**src/rtl/disp_pkg.sv**
```systemverilog
package disp_pkg;

    typedef enum logic [1:0] {
        GB_FRESH,
        GB_PART,
        GB_SPENT,
        GB_OWED
    } gb_state_e;

    localparam int NUM_CAUSE = 6;
    localparam int CZ_GROUP  = 0;
    localparam int CZ_RETIRE = 1;
    localparam int CZ_RENAME = 2;
    localparam int CZ_SCHED  = 3;
    localparam int CZ_LOAD   = 4;
    localparam int CZ_STORE  = 5;

endpackage

```
**src/rtl/grp_budget.sv**
```systemverilog
module grp_budget
    import disp_pkg::*;
#(
    parameter int WIDTH = 4,
    parameter int UOP_W = 4
) (
    input  logic             clk,
    input  logic             rst,
    input  logic             roll,
    input  logic             take,
    input  logic [UOP_W-1:0] uops,
    output logic             fits
);
    localparam int BW = $clog2(WIDTH + 1);
    localparam int XW = ((UOP_W > BW) ? UOP_W : BW) + 1;

    gb_state_e        state_q, state_n;
    logic [BW-1:0]    avail_q, avail_n;
    logic [UOP_W-1:0] carry_q, carry_n;
    logic [XW-1:0]    uops_x, avail_x, carry_x, wid_x;

    assign uops_x  = XW'(uops);
    assign avail_x = XW'(avail_q);
    assign carry_x = XW'(carry_q);
    assign wid_x   = XW'(WIDTH);

    // State register process
    always_ff @(posedge clk) begin
        if (rst) begin
            state_q <= GB_FRESH;
            avail_q <= BW'(WIDTH);
            carry_q <= '0;
        end else begin
            state_q <= state_n;
            avail_q <= avail_n;
            carry_q <= carry_n;
        end
    end

    // Budget and carry-over arithmetic
    always_comb begin
        avail_n = avail_q;
        carry_n = carry_q;
        if (roll) begin
            if (carry_x >= wid_x) begin
                avail_n = '0;
                carry_n = UOP_W'(carry_x - wid_x);
            end else begin
                avail_n = BW'(wid_x - carry_x);
                carry_n = '0;
            end
        end else if (take) begin
            if (uops_x <= avail_x) begin
                avail_n = BW'(avail_x - uops_x);
            end else begin
                avail_n = '0;
                carry_n = UOP_W'(carry_x + uops_x - avail_x);
            end
        end
    end

    // Next-state process: named transitions
    always_comb begin
        state_n = state_q;
        unique case (state_q)
            GB_FRESH: begin
                if (take && uops_x != '0) begin
                    if (uops_x < wid_x)       state_n = GB_PART;   // fill
                    else if (uops_x == wid_x) state_n = GB_SPENT;  // close
                    else                      state_n = GB_OWED;   // overrun
                end
            end
            GB_PART: begin
                if (roll)                                state_n = GB_FRESH; // renew
                else if (take && uops_x == avail_x)      state_n = GB_SPENT; // close
            end
            GB_SPENT: begin
                if (roll) state_n = GB_FRESH;                                // renew
            end
            GB_OWED: begin
                if (roll) begin                                              // repay
                    if (carry_x > wid_x)       state_n = GB_OWED;
                    else if (carry_x == wid_x) state_n = GB_SPENT;
                    else                       state_n = GB_PART;
                end
            end
            default: state_n = GB_FRESH;
        endcase
    end

    // Output process
    always_comb begin
        fits = (uops_x <= avail_x) || (avail_q == BW'(WIDTH));
    end

    p_fresh_full_r1: assert property (@(posedge clk) disable iff (rst)
        state_q == GB_FRESH |-> (avail_q == BW'(WIDTH) && carry_q == '0));

    p_part_range_r3: assert property (@(posedge clk) disable iff (rst)
        state_q == GB_PART |-> (avail_q != '0 && avail_q != BW'(WIDTH) && carry_q == '0));

    p_owed_debt_r4: assert property (@(posedge clk) disable iff (rst)
        state_q == GB_OWED |-> (avail_q == '0 && carry_q != '0));

    p_roll_empty_r5: assert property (@(posedge clk) disable iff (rst)
        (roll && carry_x >= wid_x) |=> avail_q == '0);

endmodule

```
**src/rtl/stall_pick.sv**
```systemverilog
module stall_pick
    import disp_pkg::*;
(
    input  logic                 clk,
    input  logic                 rst,
    input  logic                 want,
    input  logic                 fits,
    input  logic                 retire_ok,
    input  logic                 rename_ok,
    input  logic                 sched_ok,
    input  logic                 load_ok,
    input  logic                 store_ok,
    output logic                 grant,
    output logic [NUM_CAUSE-1:0] cause
);
    logic [NUM_CAUSE-1:0] fail;
    logic                 taken;

    // Index order is the priority order: group, retire, rename, sched, load, store
    assign fail = {!store_ok, !load_ok, !sched_ok, !rename_ok, !retire_ok, !fits};

    always_comb begin
        cause = '0;
        taken = 1'b0;
        for (int i = 0; i < NUM_CAUSE; i++) begin
            if (want && fail[i] && !taken) begin
                cause[i] = 1'b1;
                taken    = 1'b1;
            end
        end
        grant = want && (fail == '0);
    end

    p_one_cause_r7: assert property (@(posedge clk) disable iff (rst)
        $onehot0(cause));

    p_grant_clean_r6: assert property (@(posedge clk) disable iff (rst)
        grant |-> (fits && retire_ok && rename_ok && sched_ok && load_ok && store_ok));

endmodule

```
**src/rtl/sat_counter.sv**
```systemverilog
module sat_counter #(
    parameter int W = 16
) (
    input  logic         clk,
    input  logic         rst,
    input  logic         inc,
    output logic [W-1:0] count
);
    logic [W-1:0] cnt_q;

    always_ff @(posedge clk) begin
        if (rst)
            cnt_q <= '0;
        else if (inc && cnt_q != '1)
            cnt_q <= cnt_q + W'(1);
    end

    assign count = cnt_q;

    p_hold_max_r8: assert property (@(posedge clk) disable iff (rst)
        cnt_q == '1 |=> cnt_q == '1);

    p_step_r7: assert property (@(posedge clk) disable iff (rst)
        (inc && cnt_q != '1) |=> cnt_q != '0);

endmodule

```
**src/rtl/disp_throttle.sv**
```systemverilog
module disp_throttle
    import disp_pkg::*;
#(
    parameter int DISP_WIDTH = 4,
    parameter int UOP_W      = 4,
    parameter int CNT_W      = 16
) (
    input  logic             clk,
    input  logic             rst,
    input  logic             grp_next,
    input  logic             req_valid,
    input  logic [UOP_W-1:0] req_uops,
    input  logic             retire_ok,
    input  logic             rename_ok,
    input  logic             sched_ok,
    input  logic             load_ok,
    input  logic             store_ok,
    output logic             accept,
    output logic [CNT_W-1:0] stall_group,
    output logic [CNT_W-1:0] stall_retire,
    output logic [CNT_W-1:0] stall_rename,
    output logic [CNT_W-1:0] stall_sched,
    output logic [CNT_W-1:0] stall_load,
    output logic [CNT_W-1:0] stall_store
);
    logic                 want;
    logic                 fits;
    logic                 grant;
    logic [NUM_CAUSE-1:0] cause;
    logic [CNT_W-1:0]     cnt [NUM_CAUSE];

    assign want = req_valid && !grp_next;

    grp_budget #(
        .WIDTH (DISP_WIDTH),
        .UOP_W (UOP_W)
    ) u_budget (
        .clk  (clk),
        .rst  (rst),
        .roll (grp_next),
        .take (grant),
        .uops (req_uops),
        .fits (fits)
    );

    stall_pick u_pick (
        .clk       (clk),
        .rst       (rst),
        .want      (want),
        .fits      (fits),
        .retire_ok (retire_ok),
        .rename_ok (rename_ok),
        .sched_ok  (sched_ok),
        .load_ok   (load_ok),
        .store_ok  (store_ok),
        .grant     (grant),
        .cause     (cause)
    );

    for (genvar k = 0; k < NUM_CAUSE; k++) begin : g_cnt
        sat_counter #(.W(CNT_W)) u_cnt (
            .clk   (clk),
            .rst   (rst),
            .inc   (cause[k]),
            .count (cnt[k])
        );
    end

    assign accept       = grant;
    assign stall_group  = cnt[CZ_GROUP];
    assign stall_retire = cnt[CZ_RETIRE];
    assign stall_rename = cnt[CZ_RENAME];
    assign stall_sched  = cnt[CZ_SCHED];
    assign stall_load   = cnt[CZ_LOAD];
    assign stall_store  = cnt[CZ_STORE];

    p_idle_quiet_r9: assert property (@(posedge clk) disable iff (rst)
        (!req_valid || grp_next) |-> (!accept && cause == '0));

    p_accept_nocount_r7: assert property (@(posedge clk) disable iff (rst)
        accept |-> cause == '0);

endmodule

```
**config.mk**
```make
export PLATFORM = sky130hd
export DESIGN_NAME = disp_throttle
export DESIGN_NICKNAME = d
export VERILOG_FILES = /design/src/rtl/disp_pkg.sv /design/src/rtl/grp_budget.sv /design/src/rtl/stall_pick.sv /design/src/rtl/sat_counter.sv /design/src/rtl/disp_throttle.sv
export SDC_FILE = /design/constraint.sdc
export NUM_CORES = 1
export LEC_CHECK = 0
export ABC_AREA = 1
export BUFFER_PORTS_ARGS = -buffer_cell sky130_fd_sc_hd__buf_2
export CAP_MARGIN = 10
export CORE_MARGIN = 2
export CORE_UTILIZATION = 40
export DETAILED_ROUTE_END_ITERATION = 12
export HOLD_SLACK_MARGIN = 0.06
export PLACE_DENSITY = 0.71
export SETUP_SLACK_MARGIN = 0.4
export SYNTH_ARGS = -nofsm -noshare
export SYNTH_HDL_FRONTEND = slang
export SYNTH_SLANG_ARGS = --single-unit
```
**constraint.sdc**
```tcl
create_clock -name clk -period 2.2 [get_ports clk]
set_input_delay 0.44 -clock clk [delete_from_list [all_inputs] [get_ports clk]]
set_output_delay 0.44 -clock clk [all_outputs]
set_load 0.01 [all_outputs]
```
Yosys cells after proc, flatten, opt, wreduce, memory -nomap -nowiden
Index checks and enable logic that the tools add are counted.

Bits in registers: 103. Input bits: 13. Output and inout bits: 97. Word-level logic and storage cells: 82.

$add $sub $neg: 11. Order comparisons: 2. Eq/ne operators: 8. Muxes and demuxes: 18. Reductions and logical operators: 35.

Operators by type and width (count): $add A16 B1 Y16 const B (6); $ne A16 B16 Y1 const B (6); $logic_and A1 B1 Y1 (19); $mux W4 (4); $logic_not A1 Y1 (12); $mux W3 (4); $mux W1 (10); $logic_not A6 Y1 (1); $add A4 B4 Y4 (1); $ge A4 B3 Y1 const B (1); $le A4 B3 Y1 (1); $sub A4 B3 Y4 (1); $sub A4 B3 Y4 const B (1); $eq A3 B3 Y1 const B (1); $sub A3 B3 Y3 (1); $sub A3 B3 Y3 const A (1); $ne A2 B2 Y1 const B (1); $reduce_and A2 Y1 (1); $reduce_bool A2 Y1 (1); $logic_or A1 B1 Y1 (1).

Logic depth before layout (Yosys ltp)
Depth after elaboration: 21. Depth in mapped cells: 14. Gate-level depth less buffers: 14.

Hierarchy
A second synthesis with hierarchy kept.

Cell total of the unflattened synthesis: 1031. Area total of the unflattened synthesis: 6493.7 µm².

By module, submodules not included: sat_counter (times used 6, cells an instance 149, area each 929.6 µm², seq. area each 320.3 µm²); grp_budget (times used 1, cells an instance 111, area each 768.2 µm², seq. area each 140.1 µm²); stall_pick (times used 1, cells an instance 24, area each 137.6 µm², seq. area each 0.0 µm²); disp_throttle (times used 1, cells an instance 2, area each 10.0 µm², seq. area each 0.0 µm²).

Worst setup path after synthesis
OpenSTA, ideal clock, no wires.

Path type: input-to-reg. Start point: input req_uops[1]. End point: register u_budget.carry_q[3]. Library setup time: 117 ps. Arrival: 1955 ps. Required time: 2083 ps. Path slack: 128 ps. Stages: 11. Path buffers: 0. Cells stage by stage: inv_1 fa_1 inv_1 ha_1 a21o_1 a21oi_1 nand2_1 nand2_1 o22ai_1 nor2_1 nor2_1.

Longest elaborated chain between the ends: 7. Elaborated cells on any way between the ends: 13. Those cells by class: 2 x add/sub; 1 x order compare; 1 x eq/ne; 3 x mux; 6 x reduce/logical.

RTL lines: start, declared (line disp_throttle.sv:12) `input logic [UOP_W-1:0] req_uops,`; branches (longest 7 deep; another with $add A4 B4 Y4); end signal, assigned (line grp_budget.sv:36) `carry_q <= carry_n;`; end, declared (line grp_budget.sv:19) `logic [UOP_W-1:0] carry_q, carry_n;`.

Several ways; the timed one is not identified. The select of a mux whose other input is x is not followed. A chain may end at the register's enable or synchronous reset.

Worst setup path in the final report
Start point: register u_budget.avail_q[2]. End point: register g_cnt[0].u_cnt.cnt_q[2].

Longest elaborated chain between the ends: 6. Elaborated cells on any way between the ends: 7. Those cells by class: 1 x order compare; 1 x eq/ne; 1 x mux; 4 x reduce/logical.

RTL lines: start, declared (line grp_budget.sv:18) `logic [BW-1:0] avail_q, avail_n;`; start signal, assigned (line grp_budget.sv:31) `avail_q <= BW'(WIDTH);`; start signal, assigned (line grp_budget.sv:35) `avail_q <= avail_n;`; $le A4 B3 Y1 or $eq A3 B3 Y1 (tied branches) (line grp_budget.sv:93) `fits = (uops_x <= avail_x) || (avail_q == BW'(WIDTH));`; $logic_or A1 B1 Y1 * (line grp_budget.sv:93); $logic_not A1 Y1 * (line stall_pick.sv:20) `assign fail = {!store_ok, !load_ok, !sched_ok, !rename_ok, !retire_ok, !fits};`; $logic_and A1 B1 Y1 * (line stall_pick.sv:26) `if (want && fail[i] && !taken) begin`; $mux W1 * (line stall_pick.sv:26); $logic_and A1 B1 Y1 * (line sat_counter.sv:14) `else if (inc && cnt_q != '1)`; end signal, assigned (line sat_counter.sv:15) `cnt_q <= cnt_q + W'(1);`; end, declared (line sat_counter.sv:9) `logic [W-1:0] cnt_q;`.

Every way passes the cells marked *; elsewhere a longest branch is shown, timed or not.

==> metrics.md <==
| Metric | Value |
|---|---|
| Leak Pwr | `3.601 nW` |
| Post-route design area | `8678 µm²` |
| CP Max Fanout | `7` |
| Slowest cell on the critical path | `dfxtp_2` |
| Number of global-route vias before repair | `6,081` |
| Flops & latches, synth | `103` |
| Area growth syn-to-layout | `37.87%` |
| Initial antenna violation count | `0` |
| Crit path kind | `flop to flop` |
| Dominant synthesized flop cell | `dfxtp_1` |
| WL/cell | `14.17 µm` |
| Root Buffer | `clkbuf_16` |
| Syn Nets | `940` |
| Sequential-to-total area share from yosys stat | `0.3276` |
| CTS buffer count | `9` |
| Pwr dens | `512.0 nW/µm²` |
| Yosys warns | `0` |
| Crit end category | `flop` |
| Crit path required time | `2.43 ns` |
| Synthesized area | `6295 µm²` |
| Via/cell ratio | `5.119` |
| Final Cycle Share | `0.9429` |
| Placed Cells | `1,228` |
| Total gr overflow | `0` |
| Largest net degree at the start of global routing | `75` |
| Longest Clk Path Bufs | `2` |
| Setup tns final | `0 ns` |
| Die Width | `129.4 µm` |
| Clk_lat worst skew | `0.36 ns` |
| Delay-heaviest family, CP | `simple AND/OR/NAND/NOR gates` |
| PnR worst setup slack | `0.1256 ns` |
| Area after DPL | `7237 µm²` |
| Post-Layout Cell Count | `1,283` |
| Largest stage delay, worst path | `0.34 ns` |
| Ant diodes | `0` |
| Final setup fails | `0` |
| Total number of vias | `6,568` |
| Slew @ Worst Pin | `0.4492 ns` |
| Pre-antenna DRT Iters | `5` |
| Synth cell types | `43` |
| Starting DRT DRC Count | `311` |
| Critical path depth | `12` |
| # IOs | `110` |
| Fill count | `1,451` |
| Status | `finished clean` |
| Die Ht | `129.4 µm` |
| Crit path buf inv count | `5` |
| Row count | `45` |
| All-Layer GR Usage | `0.2092` |
| Full die area | `16,760 µm²` |
| Reg2Reg Depth | `12` |
| Minimum clock period | `2.074 ns` |
| Final hold vios | `0` |
| Avg Inst Size Synth | `6.940 µm²` |
| RSZ-0062 raised after global routing | `true` |
| Worst slack, placed | `-0.05589 ns` |
| Clock transition at the registers of the reported paths | `0.08 ns` |
| DP HPWL | `11.72 mm` |
| H-tree depth | `3` |
| Max Freq | `0.4821 GHz` |
| IO buf count | `109` |
| Worst Skew | `0.005813 ns` |
| Core area | `15,310 µm²` |
| Multi-input logic area | `4267 µm²` |
| Worst Hold Class | `primary input to flop` |
| Syn Inst Count | `907` |
| Share of cells above drive strength 1 | `0.3414` |
| Sequential Area | `2077 µm²` |
| Power consumption | `4.443 mW` |
| Post-Route WL | `18.18 mm` |
| Worst-path cell chain | `inv_2 -> ha_4 -> nand3_2 -> nand3_4 -> buf_6 -> nand4_4 -> buf_6 -> nor2_4 -> clkinv_4 -> buf_4 -> nor3_2 -> nor3_1` |
| Initial Util | `0.4110` |
| Post-synth EDFFs | `0` |
| VDD IR max | `0.4168 mV` |
| Final slew viol count | `0` |
| Hold-critical path depth | `3` |
| Max_slew headroom | `0.6982` |
| DRC viols | `0` |
| Critical path data arrival time | `2.31 ns` |
| First-pass GRT wire length | `28.61 mm` |
| Post-route ant nets | `0` |
| Clk sinks | `103` |
| Startpoint class of the critical path | `flop` |
| TritonCTS clock tree | `yes` |
| Routability Congestion | `0.9199` |
| Layout Nets | `1,100` |
| Ys async rst share | `0` |
| CP dominant cell by count | `buf_6` |
| Max cap viols | `0` |
[logic make-up (layout without fill, tap and decap cells)]
| group | count (synthesis) | count (layout) | share of synthesized area |
|---|---|---|---|
| AO/OA/AOI/OAI | 116 | 116 | 0.1022 |
| buffers and inverters | 134 | 297 | 0.09104 |
| XOR/XNOR | 67 | 67 | 0.09322 |
| AND/OR/NAND/NOR | 467 | 469 | 0.3415 |
| adder cells (fa/ha/maj) | 20 | 20 | 0.04452 |
| flip-flops | 103 | 103 | 0.3276 |
[tightest hold or removal path, stage by stage]
cell and delay, ns:
buf_2 0.14, nand3_1 0.09, a311oi_1 0.09
[stage by stage]
step | util | hold WS [ns]
after floorplan | - | 0.4893
after global placement | 0.4725 | 0.4825
after detailed placement | 0.4725 | 0.4836
after CTS | 0.5295 | 0.4373
after global routing | 0.5667 | 0.4700
final | 0.5667 | 0.4449
[cells in the mapped netlist, types with 11 or more instances]
cell type    n  area, µm²
nand3_1     77      385.4
nand2_1    208      780.8
ha_1        16      200.2
nand4_1     22      137.6
xnor2_1     20      175.2
xor2_1      47      411.6
o21ai_0     19      95.09
clkbuf_1    11      41.29
nor2_1      85      319.1
inv_1       99      371.6
nor3_1      33      165.2
a21oi_1     78      390.4
nand2_2     11      68.82
dfxtp_1    103       2062
[final cells by class]
class / instances / area share
Inverter: 108 / 0.05147
Tap cell: 211 / 0.03042
Timing Repair Buffer: 172 / 0.1481
Sequential cell: 103 / 0.2393
Multi-Input combinational cell: 672 / 0.4916
Clock buffer: 9 / 0.02595
Timing Repair inverter: 1 / 0.001298
Clock inverter: 7 / 0.01182
[cells in the final DEF, fill, tap and decap left out, types with 7 or more instances in the layout]
cell type,Yosys,final
ha_1,16,7
inv_2,7,8
clkbuf_16,0,12
nand2_4,2,16
nand2_2,11,36
xnor2_1,20,19
dfxtp_1,103,95
nor2_1,85,75
a21oi_2,9,36
nor2_2,6,10
nor3_1,33,29
buf_4,4,26
inv_1,99,90
nand3_1,77,67
buf_2,5,108
nand4_1,22,22
nand2_1,208,167
nor2_4,3,9
xor2_1,47,47
buf_6,4,27
a21oi_1,78,51
o21ai_0,19,8
nand3_2,2,8
[power by group]
part	switching [mW]	internal (mW)
registers	0.0297	1.89
clock network	0.779	1.01
logic	0.397	0.336
[routing by layer]
metal / part of all wire / GRT usage / vias up
met2: 0.47 / 0.3390 / 196
met3: 0.066 / 0.05326 / 39
li1: - / - / 3272
met5: 0 / 0 / -
met4: 0.021 / 0.07970 / 0
met1: 0.45 / 0.2686 / 3061
[sequential cells by signal, summed over array words and instances (netlist names)]
name               cells
u_budget.avail_q       3
u_budget.carry_q       4
g_cnt.u_cnt.count     96
[worst paths after layout]
path	from	to	slack, ns
hold / removal	grp_next	u_budget.avail_q[1]$_SDFFE_PP0P_	0.44
hold reg to reg	g_cnt[1].u_cnt.count[15]$_SDFFE_PP0P_	g_cnt[1].u_cnt.count[15]$_SDFFE_PP0P_	0.49
setup reg to reg	u_budget.avail_q[2]$_SDFFE_PP1P_	g_cnt[0].u_cnt.count[2]$_SDFFE_PP0P_	0.13
setup / recovery	u_budget.avail_q[2]$_SDFFE_PP1P_	g_cnt[0].u_cnt.count[2]$_SDFFE_PP0P_	0.13
[repair_timing]
action | 4_1_cts | 5_1_grt
resized for setup | 87 | 121
cloned | 7 | 5
pin swaps | 30 | 39
hold buffers | 0 | 0
endpoints found under the setup margin | 100 | 101
setup buffers | 16 | 11
hold endpoints to repair | 0 | 0
Power figures use the tool's default switching activity.
